$ cat src/rtl/shexp_pkg.sv
package shexp_pkg;
  localparam int FP_W      = 32;
  localparam int FP_EXP_W  = 8;
  localparam int FP_FRAC_W = 23;
  localparam int FP_BIAS   = 127;
  localparam logic [FP_W-1:0] FP_ONE = 32'h3F80_0000;

  typedef logic [FP_W-1:0] fp32_t;
endpackage

$ cat src/rtl/shexp_rst_sync.sv
module shexp_rst_sync #(
  parameter int STAGES = 2
) (
  input  logic clk,
  input  logic rst_n,
  output logic rst_sync_n
);
  logic [STAGES-1:0] sync_q;
  logic [STAGES-1:0] sync_d;

  always_comb begin
    sync_d = {sync_q[STAGES-2:0], 1'b1};
  end

  always_ff @(posedge clk or negedge rst_n) begin
    if (!rst_n) begin
      sync_q <= '0;
    end else begin
      sync_q <= sync_d;
    end
  end

  assign rst_sync_n = sync_q[STAGES-1];
endmodule

$ cat src/rtl/shexp_lead_one.sv
module shexp_lead_one #(
  parameter int W = 9,
  localparam int POS_W = (W > 1) ? $clog2(W) : 1
) (
  input  logic [W-1:0]     vec,
  output logic [POS_W-1:0] pos,
  output logic             found
);
  always_comb begin
    pos   = '0;
    found = 1'b0;
    for (int i = 0; i < W; i++) begin
      if (vec[i]) begin
        pos   = POS_W'(i);
        found = 1'b1;
      end
    end
  end

  // the reported bit is set and nothing above it is
  always_comb begin
    if (found) begin
      AST_LEAD_ONE_TOP : assert ((vec >> pos) == W'(1));
    end
  end
endmodule

$ cat src/rtl/shexp_chan_conv.sv
module shexp_chan_conv
  import shexp_pkg::*;
#(
  parameter int MANT_W   = 9,
  parameter int EXP_W    = 5,
  parameter int EXP_BIAS = 15
) (
  input  logic [MANT_W-1:0] mant,
  input  logic [EXP_W-1:0]  sh_exp,
  output fp32_t             fp
);
  localparam int POS_W   = (MANT_W > 1) ? $clog2(MANT_W) : 1;
  localparam int EXP_OFS = FP_BIAS - EXP_BIAS - MANT_W;
  localparam int PAD_W   = FP_FRAC_W - MANT_W + 1;

  logic [POS_W-1:0]    lead_pos;
  logic                nonzero;
  logic [POS_W-1:0]    sh_amt;
  logic [MANT_W-1:0]   norm;
  logic [FP_EXP_W-1:0] exp_sum;
  logic [FP_FRAC_W-1:0] frac;

  shexp_lead_one #(.W(MANT_W)) u_lead (
    .vec   (mant),
    .pos   (lead_pos),
    .found (nonzero)
  );

  always_comb begin
    sh_amt  = POS_W'(MANT_W - 1) - lead_pos;
    norm    = mant << sh_amt;
    frac    = {norm[MANT_W-2:0], {PAD_W{1'b0}}};
    exp_sum = FP_EXP_W'(EXP_OFS) + FP_EXP_W'(sh_exp) + FP_EXP_W'(lead_pos);
    fp      = nonzero ? {1'b0, exp_sum, frac} : '0;
  end

  // normalisation must bring the leading one to the top bit
  always_comb begin
    if (nonzero) begin
      AST_NORM_MSB_SET : assert (norm[MANT_W-1]);
    end
  end
endmodule

$ cat src/rtl/shexp_decoder.sv
module shexp_decoder
  import shexp_pkg::*;
#(
  parameter int MANT_W      = 9,
  parameter int EXP_W       = 5,
  parameter int EXP_BIAS    = 15,
  parameter int SYNC_STAGES = 2,
  localparam int N_CH       = 3,
  localparam int WORD_W     = N_CH * MANT_W + EXP_W
) (
  input  logic              clk,
  input  logic              rst_n,
  input  logic              in_valid,
  output logic              in_ready,
  input  logic [WORD_W-1:0] in_word,
  output logic              out_valid,
  output logic [31:0]       out_red,
  output logic [31:0]       out_green,
  output logic [31:0]       out_blue,
  output logic [31:0]       out_alpha
);
  logic  rst_sync_n;
  logic  take;
  fp32_t conv_res [N_CH];
  fp32_t chan_q   [N_CH];
  fp32_t chan_d   [N_CH];
  fp32_t alpha_q, alpha_d;
  logic  valid_q, valid_d;

  shexp_rst_sync #(.STAGES(SYNC_STAGES)) u_rst_sync (
    .clk        (clk),
    .rst_n      (rst_n),
    .rst_sync_n (rst_sync_n)
  );

  assign in_ready = rst_sync_n;
  assign take     = in_valid & in_ready;

  // one converter per colour channel, all sharing the exponent field
  for (genvar c = 0; c < N_CH; c++) begin : g_chan
    shexp_chan_conv #(
      .MANT_W   (MANT_W),
      .EXP_W    (EXP_W),
      .EXP_BIAS (EXP_BIAS)
    ) u_conv (
      .mant   (in_word[c*MANT_W +: MANT_W]),
      .sh_exp (in_word[WORD_W-1 -: EXP_W]),
      .fp     (conv_res[c])
    );
  end

  // next state
  always_comb begin
    valid_d = take;
    alpha_d = take ? FP_ONE : alpha_q;
    for (int c = 0; c < N_CH; c++) begin
      chan_d[c] = take ? conv_res[c] : chan_q[c];
    end
  end

  // registers
  always_ff @(posedge clk or negedge rst_sync_n) begin
    if (!rst_sync_n) begin
      valid_q <= 1'b0;
      alpha_q <= '0;
      for (int c = 0; c < N_CH; c++) begin
        chan_q[c] <= '0;
      end
    end else begin
      valid_q <= valid_d;
      alpha_q <= alpha_d;
      for (int c = 0; c < N_CH; c++) begin
        chan_q[c] <= chan_d[c];
      end
    end
  end

  assign out_valid = valid_q;
  assign out_red   = chan_q[0];
  assign out_green = chan_q[1];
  assign out_blue  = chan_q[2];
  assign out_alpha = alpha_q;

  AST_ACCEPT_TO_VALID : assert property (@(posedge clk) disable iff (!rst_sync_n)
    take |=> out_valid);
  AST_IDLE_NO_VALID : assert property (@(posedge clk) disable iff (!rst_sync_n)
    !take |=> !out_valid);
  AST_HOLD_OUTPUTS : assert property (@(posedge clk) disable iff (!rst_sync_n)
    !take |=> ($stable(out_red) && $stable(out_green) && $stable(out_blue) && $stable(out_alpha)));
  AST_ZERO_RED : assert property (@(posedge clk) disable iff (!rst_sync_n)
    (take && in_word[MANT_W-1:0] == '0) |=> (out_red == '0));
  AST_ALPHA_ONE : assert property (@(posedge clk) disable iff (!rst_sync_n)
    out_valid |-> (out_alpha == FP_ONE));
  AST_NORMAL_RED : assert property (@(posedge clk) disable iff (!rst_sync_n)
    (out_valid && out_red != '0) |-> (!out_red[31] && out_red[30:23] != 8'h00 && out_red[30:23] != 8'hFF));
endmodule

$ cat config.mk
export PLATFORM = sky130hd
export DESIGN_NAME = shexp_decoder
export DESIGN_NICKNAME = d
export VERILOG_FILES = /design/src/rtl/shexp_pkg.sv /design/src/rtl/shexp_rst_sync.sv /design/src/rtl/shexp_lead_one.sv /design/src/rtl/shexp_chan_conv.sv /design/src/rtl/shexp_decoder.sv
export SDC_FILE = /design/constraint.sdc
export NUM_CORES = 1
export LEC_CHECK = 0
export ABC_AREA = 1
export ABC_CLOCK_PERIOD_IN_PS = 3630
export BUFFER_PORTS_ARGS = -buffer_cell sky130_fd_sc_hd__buf_2
export CAP_MARGIN = 20
export CORE_ASPECT_RATIO = 1.5
export CORE_MARGIN = 2
export CORE_UTILIZATION = 54
export DETAILED_ROUTE_END_ITERATION = 8
export PLACE_DENSITY_LB_ADDON = 0.1
export SYNTH_ARGS = -nofsm -noshare
export SYNTH_HDL_FRONTEND = slang
export SYNTH_SLANG_ARGS = --single-unit
export TNS_END_PERCENT = 20
$ cat constraint.sdc
create_clock -name clk -period 3.63 [get_ports clk]
set_input_delay 1.089 -clock clk [delete_from_list [all_inputs] [get_ports clk]]
set_output_delay 1.089 -clock clk [all_outputs]
set_load 0.03 [all_outputs]
==> metrics.md, run 1 <==
| Metric | Value |
|---|---|
| Post-layout net count | `722` |
| Depth of the CTS H-tree | `2` |
| Cell Rows | `39` |
| Post-Route Utilization | `0.608` |
| Largest net degree at the start of global routing | `33` |
| Commonest cells after routing, fill and taps aside | `sky130_fd_sc_hd__nand2_1, sky130_fd_sc_hd__buf_2, sky130_fd_sc_hd__nand3_1` |
| Post-layout total power | `2.12 mW` |
| Layout fillers | `784` |
| Total placed instance area | `4480 sq um` |
| Avg Inst Size Synth | `7.27 sq um` |
| Required time of the worst setup path | `3.87 ns` |
| Sequential fraction of the synthesis area | `0.308` |
| Data arrival time of the critical path | `3.15 ns` |
| Synth cell types | `33` |
| Clock Sinks | `52` |
| Detailed-route DRC error count | `0` |
| Final HPWL DP | `8190 microns` |
| Root cell of the clock tree | `sky130_fd_sc_hd__clkbuf_16` |
| Share of power burned in registers | `0.348` |
| Overall die width | `76.3 microns` |
| First drt pass iteration count | `4` |
| Initial standard-cell utilization of the core | `0.556` |
| Number of global-route vias before repair | `3,599` |
| Final period utilization | `0.800` |
| Area growth, synth to finish | `9.53%` |
| GPL Wtd Cong | `0.967` |
| CTS-repair resized insts | `0` |
| Type of the tightest min-delay check | `register to async pin` |
| Cell Pwr Density | `458 nW/um^2` |
| CP Launch Type | `primary input` |
| Worst Setup Path Type | `primary input to register` |
| Clock tree from TritonCTS | `yes` |
| Biggest fanout along the worst timing path | `5` |
| Final critical-path setup slack | `0.726 ns` |
| Max clock buf depth | `2` |
| DRC marker count from the first detailed-route iteration | `184` |
| Transition time at the pin with the least slew margin | `0.749 ns` |
| Wire length of the first global-routing pass | `16,600 microns` |
| Post-CTS setup repair buffer count | `0` |
| Kind of capture point of the worst setup path | `register` |
| Syn. warnings | `0` |
| Core ar. | `7610 sq um` |
| Cell count after synthesis | `582` |
| Switching Power | `0.940 mW` |
| Y dimension of the die | `112 microns` |
| Number of antenna violations at the first check in global routing | `0` |
| Combinational share of power | `0.417` |
| Area of the multi-input gates | `2340 sq um` |
| Number of input and output port buffers inserted | `91` |
| Number of buffers created by CTS | `5` |
| Most frequent standard cell in the layout excluding fill and tap cells | `sky130_fd_sc_hd__nand2_1` |
| Clock-pin slew reported for the worst setup and hold paths after clock tree synthesis | `0.08 ns` |
| Total leakage power | `2.64 nW` |
| Clock network latency to the later pin of the worst-skew pair | `0.30 ns` |
| DIE AREA | `8570 sq um` |
| Net switching share of the total power | `0.443` |
| Setup repair after global routing missed its margin | `false` |
| Internal portion of total power | `1.18 mW` |
| Post-Route Setup TNS | `0 ns` |
| Beginning of the worst register-to-register path | `u_rst_sync.sync_q[1]` |
| Result of the run | `completed` |
| Final Setup Violations | `0` |
| Sequential standard cell area | `1300 sq um` |
| Number of top-level pins | `165` |
| Total routing usage reported by global routing | `0.239` |
| Post-synthesis instance area | `4230 sq um` |
| Fmax achieved | `344 MHz` |
| Cell area after layout | `4630 sq um` |
| Number of hold violations in the final report | `0` |
| Clk pwr share | `0.234` |
| Relative slew margins | `0.499` |
| Total overflow reported by the global router | `0` |
| Detail Route Antenna Nets | `0` |
| Vias | `3,811` |
| Worst r2r dst | `out_green[20]` |
| Clock period minus worst slack | `2.90 ns` |
| Layout cell share with drive strength beyond 1 | `0.229` |
| Setup Skew | `0.00608 ns` |
| Wire length per cell after detailed routing | `13.3 microns` |
| Post-CTS Hold Buffers | `0` |
| Max cap viols | `0` |
| Cell depth of the worst flop-to-flop path | `8` |
| Total inserted antenna cells | `0` |
| Setup slack on the worst flop-to-flop path | `1.79 ns` |
| Synthesis-stage register bit count | `52` |
| Wire length reported by the detailed router | `10,200 microns` |
| Worst slack, placed | `0.373 ns` |
| Number of vias per cell after detailed routing | `4.94` |
| Total count of max-transition violations in the final report | `0` |
| Peak supply drop | `314 uV` |
==> flip-flops by register name, summed over array words and instances (netlist names) <==
register	flops
u_rst_sync.sync_q	2
out_red	16
out_alpha	1
out_green	16
out_blue	16
out_valid	1
==> worst max-delay path: stages <==
cell and delay, ns:
sky130_fd_sc_hd__buf_2 0.10, sky130_fd_sc_hd__inv_1 0.18, sky130_fd_sc_hd__ha_1 0.24, sky130_fd_sc_hd__xor2_1 0.36, sky130_fd_sc_hd__ha_1 0.35, sky130_fd_sc_hd__a21oi_1 0.15
sky130_fd_sc_hd__nand2_1 0.08, sky130_fd_sc_hd__nand2_1 0.08, sky130_fd_sc_hd__nand2_1 0.08, sky130_fd_sc_hd__a21oi_1 0.24, sky130_fd_sc_hd__o21ai_0 0.11, sky130_fd_sc_hd__nand2_1 0.07
==> metrics by stage <==
| step | cells | hold WS, ns |
|---|---|---|
| final | 771 | 0.301 |
| after global routing | 771 | 0.346 |
| after CTS | 771 | 0.320 |
| after detailed placement | 763 | 0.318 |
| after global placement | 763 | 0.310 |
| after floorplan | 654 | 0.331 |
==> power by group through the flow <==
stage	Clock [mW]	Sequential, mW	Combinational [mW]
after floorplan	0	0.960	0.496
after global placement	0	0.747	0.875
after detailed placement	0	0.748	0.887
after CTS	0.508	0.739	0.889
after global routing	0.527	0.751	0.966
final	0.497	0.739	0.886
==> synthesized netlist by cell type <==
cell	number	area share
sky130_fd_sc_hd__or2_2	4	0.0059
sky130_fd_sc_hd__a21o_1	1	0.0018
sky130_fd_sc_hd__inv_1	51	0.045
sky130_fd_sc_hd__buf_4	79	0.14
sky130_fd_sc_hd__xnor2_1	2	0.0041
sky130_fd_sc_hd__nand3_2	4	0.0095
sky130_fd_sc_hd__o21ai_0	21	0.025
sky130_fd_sc_hd__nand2_4	8	0.021
sky130_fd_sc_hd__nor2_2	2	0.0030
sky130_fd_sc_hd__conb_1	2	0.0018
sky130_fd_sc_hd__dfrtp_1	52	0.31
sky130_fd_sc_hd__a21oi_4	2	0.0077
sky130_fd_sc_hd__nand2_2	13	0.019
sky130_fd_sc_hd__buf_2	2	0.0024
sky130_fd_sc_hd__o21ai_2	1	0.0021
sky130_fd_sc_hd__a31oi_1	2	0.0030
sky130_fd_sc_hd__a22o_1	4	0.0083
sky130_fd_sc_hd__nor3_2	1	0.0024
sky130_fd_sc_hd__nor3_1	4	0.0047
sky130_fd_sc_hd__a211oi_1	2	0.0035
sky130_fd_sc_hd__nor2_1	30	0.027
sky130_fd_sc_hd__clkbuf_1	6	0.0053
sky130_fd_sc_hd__nand4_1	4	0.0059
sky130_fd_sc_hd__inv_2	10	0.0089
sky130_fd_sc_hd__ha_1	16	0.047
sky130_fd_sc_hd__fa_1	3	0.014
sky130_fd_sc_hd__o31ai_1	4	0.0071
sky130_fd_sc_hd__xor2_1	4	0.0083
sky130_fd_sc_hd__nor2_4	5	0.013
sky130_fd_sc_hd__nand3_1	80	0.095
sky130_fd_sc_hd__a21oi_1	13	0.015
sky130_fd_sc_hd__nand2_1	146	0.13
sky130_fd_sc_hd__o21ai_1	4	0.0047
==> area by class of cell <==
type / count / area share
well taps: 102 / 0.0276
clock inverters: 3 / 0.00567
repair buffers: 94 / 0.103
inverters: 61 / 0.0494
multi-input cells: 454 / 0.506
flip-flops and latches: 52 / 0.281
clock buffers: 5 / 0.0270
==> worst max-delay path by stage <==
stage / startpoint / slack, ns / endpoint / depth (start not counted)
finish: in_word[27] / 0.73 / out_green[28] / 12
global placement: in_word[27] / 0.38 / out_green[28] / 12
detailed placement: in_word[27] / 0.37 / out_green[30] / 11
CTS: in_word[27] / 0.69 / out_green[28] / 12
floorplan: u_rst_sync.sync_q[1] / 0.81 / out_blue[21] / 6
global route: in_word[27] / 0.54 / out_green[28] / 12
==> routing by layer <==
| metal | wire, microns | vias up | GRT usage |
|---|---|---|---|
| li1 | - | 1894 | - |
| met1 | 3890 | 1777 | 0.264 |
| met2 | 5710 | 124 | 0.466 |
| met3 | 464 | 16 | 0.0322 |
| met4 | 182 | 0 | 0.0776 |
| met5 | 0 | - | 0 |
==> cells by family (layout without fill, tap and decap cells) <==
group | count (synthesis) | in the layout | share of synthesized area
XOR/XNOR | 6 | 6 | 0.0124
buffers and inverters | 148 | 163 | 0.202
other | 2 | 74 | 0.00178
AO/OA/AOI/OAI | 54 | 54 | 0.0784
adder cells (fa/ha/maj) | 19 | 19 | 0.0615
AND/OR/NAND/NOR | 301 | 301 | 0.336
flip-flops | 52 | 52 | 0.308
Power figures use the tool's default switching activity.
==> run 2: changes to the inputs <==
--- a/config.mk
+++ b/config.mk
@@ -5,13 +5,13 @@
 export SDC_FILE = /design/constraint.sdc
 export NUM_CORES = 1
 export LEC_CHECK = 0
-export ABC_AREA = 1
-export ABC_CLOCK_PERIOD_IN_PS = 3630
+export ABC_AREA = 0
+export ABC_CLOCK_PERIOD_IN_PS = 2750
 export BUFFER_PORTS_ARGS = -buffer_cell sky130_fd_sc_hd__buf_2
 export CAP_MARGIN = 20
 export CORE_ASPECT_RATIO = 1.5
 export CORE_MARGIN = 2
-export CORE_UTILIZATION = 54
+export CORE_UTILIZATION = 49
 export DETAILED_ROUTE_END_ITERATION = 8
 export PLACE_DENSITY_LB_ADDON = 0.1
 export SYNTH_ARGS = -nofsm -noshare
==> constraint.sdc (replaced) <==
create_clock -name clk -period 2.75 [get_ports clk]
set_input_delay 0.825 -clock clk [delete_from_list [all_inputs] [get_ports clk]]
set_output_delay 0.825 -clock clk [all_outputs]
set_load 0.03 [all_outputs]
==> metrics.md, run 2 <==
| Metric | Value |
|---|---|
| Y dimension of the die | `114 microns (+1.9%)` |
| Core ar. | `7960 sq um (+4.5%)` |
| Number of hold violations in the final report | `0 (unchanged)` |
| Commonest cells after routing, fill and taps aside | `sky130_fd_sc_hd__buf_2, sky130_fd_sc_hd__buf_4, sky130_fd_sc_hd__conb_1` |
| Cell area after layout | `4980 sq um (+7.5%)` |
| Top-area cell type share of the netlist area | `0.326 (+0.0186)` |
| Compound-Gate Fraction of Synth Area | `0.209 (+0.130)` |
| Total placed instance area | `4790 sq um (+7.0%)` |
| Combinational share of power | `0.438 (+0.021)` |
| Setup slack on the worst flop-to-flop path | `1.06 ns (-0.73 ns)` |
| Synth cell count leaders | `sky130_fd_sc_hd__buf_4, sky130_fd_sc_hd__dfrtp_1, sky130_fd_sc_hd__nand2_1` |
| Setup repair after global routing missed its margin | `false` |
| Transition time at the pin with the least slew margin | `0.715 ns (-0.0338 ns)` |
| Detailed-route DRC error count | `0 (unchanged)` |
| Sequential fraction of the synthesis area | `0.326 (+0.0186)` |
| Cell count after synthesis | `435 (-25%)` |
| Layout cell share with drive strength beyond 1 | `0.333 (+0.105)` |
| Fmax achieved | `386 MHz` |
| Portion of netlist area occupied by mux cells | `0.0612 (+0.0612)` |
| CP Cell Sequence | `buf_2, or3_4, o21ai_4, ha_1, inv_1, fa_1, nor2b_1, o21ai_0, nand2b_1, nand3_1, a32o_1` |
| Worst r2r dst | `out_blue[29]` |
| Post-layout total power | `3.14 mW (+48%)` |
| Clock Sinks | `52 (unchanged)` |
| Clock period minus worst slack | `2.59 ns` |
| Max cap viols | `0 (unchanged)` |
| CP Launch Type | `primary input` |
| CTS-repair resized insts | `0 (unchanged)` |
| Detail Route Antenna Nets | `0 (unchanged)` |
| Vias | `3,486 (-8.5%)` |
| Number of antenna violations at the first check in global routing | `0 (unchanged)` |
| Relative slew margins | `0.523 (+0.0243)` |
| Beginning of the worst register-to-register path | `u_rst_sync.sync_q[1]` |
| Area growth, synth to finish | `24.8%` |
| Biggest fanout along the worst timing path | `2 (-3)` |
| Cell at the slowest stage of the critical path | `sky130_fd_sc_hd__or3_4` |
| Start point of the critical path | `in_word[17]` |
| Result of the run | `completed` |
| Max clock buf depth | `2 (unchanged)` |
| Dominant cell type by area after synthesis | `sky130_fd_sc_hd__dfrtp_1` |
| Number of buffers created by CTS | `5 (unchanged)` |
| Syn. warnings | `0 (unchanged)` |
| Post-synthesis instance area | `3990 sq um (-5.7%)` |
| Synth cell types | `55 (+67%)` |
| Largest family of logic cells by synthesized area | `compound AO/OA/AOI/OAI gates` |
| Required time of the worst setup path | `2.93 ns (-0.94 ns)` |
| Clock tree from TritonCTS | `yes` |
| Avg Inst Size Synth | `9.17 sq um (+26%)` |
| Most frequent standard cell in the layout excluding fill and tap cells | `sky130_fd_sc_hd__buf_2` |
| Total routing usage reported by global routing | `0.219 (-0.0201)` |
| Share of power burned in registers | `0.319 (-0.029)` |
| Xor and xnor fraction of the mapped netlist area | `0.0461 (+0.0337)` |
| Setup Skew | `0.00202 ns (-0.00407 ns)` |
| Internal portion of total power | `1.89 mW (+60%)` |
| Post-CTS setup repair buffer count | `0 (unchanged)` |
| First drt pass iteration count | `4 (unchanged)` |
| Overall die width | `77.7 microns (+1.8%)` |
| Worst Setup Path Type | `primary input to register` |
| Critical Path End | `out_green[29]` |
| Post-layout net count | `644 (-11%)` |
| Wire length of the first global-routing pass | `15,500 microns (-6.4%)` |
| Final period utilization | `0.942` |
| Clock network latency to the later pin of the worst-skew pair | `0.29 ns (about the same)` |
| Most common cell in the synthesized netlist | `sky130_fd_sc_hd__buf_4` |
| DIE AREA | `8890 sq um (+3.7%)` |
| Leading register cell type out of synthesis | `sky130_fd_sc_hd__dfrtp_1` |
| Depth of the CTS H-tree | `2 (unchanged)` |
| Post-synthesis share of cell area spent on full adders, half adders and majority gates | `0.0653 (+0.00373)` |
| Post-Route Utilization | `0.625 (+0.0170)` |
| Biggest cell delay along the critical path | `0.40 ns (+0.04 ns)` |
| Largest cells by area after synthesis | `sky130_fd_sc_hd__dfrtp_1, sky130_fd_sc_hd__buf_4, sky130_fd_sc_hd__ha_1` |
| Wire length per cell after detailed routing | `14.1 microns (+6.1%)` |
| Total leakage power | `2.62 nW (-0.65%)` |
| Total inserted antenna cells | `0 (unchanged)` |
| Final HPWL DP | `7770 microns (-5.1%)` |
| Fraction of synthesis flops using an asynchronous set or reset pin | `1.00 (unchanged)` |
| Clk pwr share | `0.243 (+0.009)` |
| GPL Wtd Cong | `0.914 (-5.6%)` |
| Cell depth of the worst flop-to-flop path | `4 (-4)` |
| Number of global-route vias before repair | `3,282 (-8.8%)` |
| DRC marker count from the first detailed-route iteration | `111 (-40%)` |
| Final Setup Violations | `0 (unchanged)` |
| Initial standard-cell utilization of the core | `0.501 (-0.0545)` |
| Data arrival time of the critical path | `2.77 ns (-0.38 ns)` |
| Number of vias per cell after detailed routing | `5.01 (+1.3%)` |
| Peak supply drop | `358 uV (+14%)` |
| Net switching share of the total power | `0.397 (-0.0462)` |
| Largest net degree at the start of global routing | `37 (+12%)` |
| Clock-pin slew reported for the worst setup and hold paths after clock tree synthesis | `0.07 ns (about the same)` |
| Kind of capture point of the worst setup path | `register` |
| Total overflow reported by the global router | `0 (unchanged)` |
| Number of enable-type register cells in the synthesized netlist | `0 (unchanged)` |
| Layout fillers | `677 (-14%)` |
| Post-CTS Hold Buffers | `0 (unchanged)` |
| Cell Pwr Density | `630 nW/um^2 (+38%)` |
| Root cell of the clock tree | `sky130_fd_sc_hd__clkbuf_16` |
| Type of the tightest min-delay check | `register to async pin` |
| Wire length reported by the detailed router | `9820 microns (-4.2%)` |
| Total count of max-transition violations in the final report | `0 (unchanged)` |
| Number of top-level pins | `165 (unchanged)` |
| Area fraction in and, or, nand and nor cells after synthesis | `0.107 (-0.229)` |
| Switching Power | `1.25 mW (+32%)` |
| Synthesis-stage register bit count | `52 (unchanged)` |
| Number of input and output port buffers inserted | `91 (unchanged)` |
| Cell Rows | `40 (+2.6%)` |
[run 2: area by class of cell]
class | instances | area, sq um | area share
clock buffers | 7 | 153 | 0.0307
inverters | 25 | 96.3 | 0.0194
clock inverters | 1 | 30.0 | 0.00603
multi-input cells | 340 | 2250 | 0.451
flip-flops and latches | 52 | 1300 | 0.262
well taps | 105 | 131 | 0.0264
repair buffers | 166 | 1020 | 0.205
[run 2: worst min path at each step]
stage,from,end,slack (ns),depth (start not counted)
floorplan,u_rst_sync.sync_q[0],u_rst_sync.sync_q[1],0.33,0
global placement,u_rst_sync.sync_q[1],out_green[22],0.25,1
detailed placement,u_rst_sync.sync_q[1],out_red[25],0.26,1
CTS,u_rst_sync.sync_q[1],out_green[22],0.27,1
global route,u_rst_sync.sync_q[1],out_red[25],0.30,1
finish,u_rst_sync.sync_q[1],out_green[22],0.26,1
[run 2: logic make-up (layout without fill, tap and decap cells)]
kind of cell | after synthesis | after routing
AOI/OAI and AO/OA | 117 | 117
xor gates and xnor gates | 21 | 21
adders and majority gates | 19 | 19
buffers and inverters | 115 | 199
DFF | 52 | 52
muxes | 16 | 16
other | 2 | 74
and+or+nand+nor | 93 | 93
[run 2: through the flow]
stage          std cells  setup TNS [ns]  hold slack, ns  setup slack (ns)
2_1_floorplan        507          -0.143           0.331           -0.0530
3_3_place_gp         688          -0.743           0.249           -0.0748
3_5_place_dp         688           -1.29           0.262            -0.157
4_1_cts              696               0           0.267             0.155
5_1_grt              696               0           0.296            0.0186
6_report             696               0           0.262             0.160
[run 2: critical path, delay by kind of cell]
family	cells	cell delay, ns
fa+ha+maj	2	0.57
simple gates	4	0.71
compound gates	3	0.51
buf+inv	2	0.15
[run 2: routing by layer]
layer  vias to the layer above  share of wire  track usage
li1                       1695              -            -
met1                      1667           0.39        0.257
met2                       111           0.54        0.414
met3                        13          0.050       0.0300
met4                         0          0.013       0.0571
met5                         -              0            0
[run 2: power by group through the flow]
stage / clock (mW) / sequential [mW] / combinational, mW
floorplan: 0 / 1.32 / 0.680
global placement: 0 / 1.01 / 1.36
detailed placement: 0 / 1.01 / 1.38
CTS: 0.783 / 1.00 / 1.38
global route: 0.807 / 1.02 / 1.49
finish: 0.764 / 0.999 / 1.37
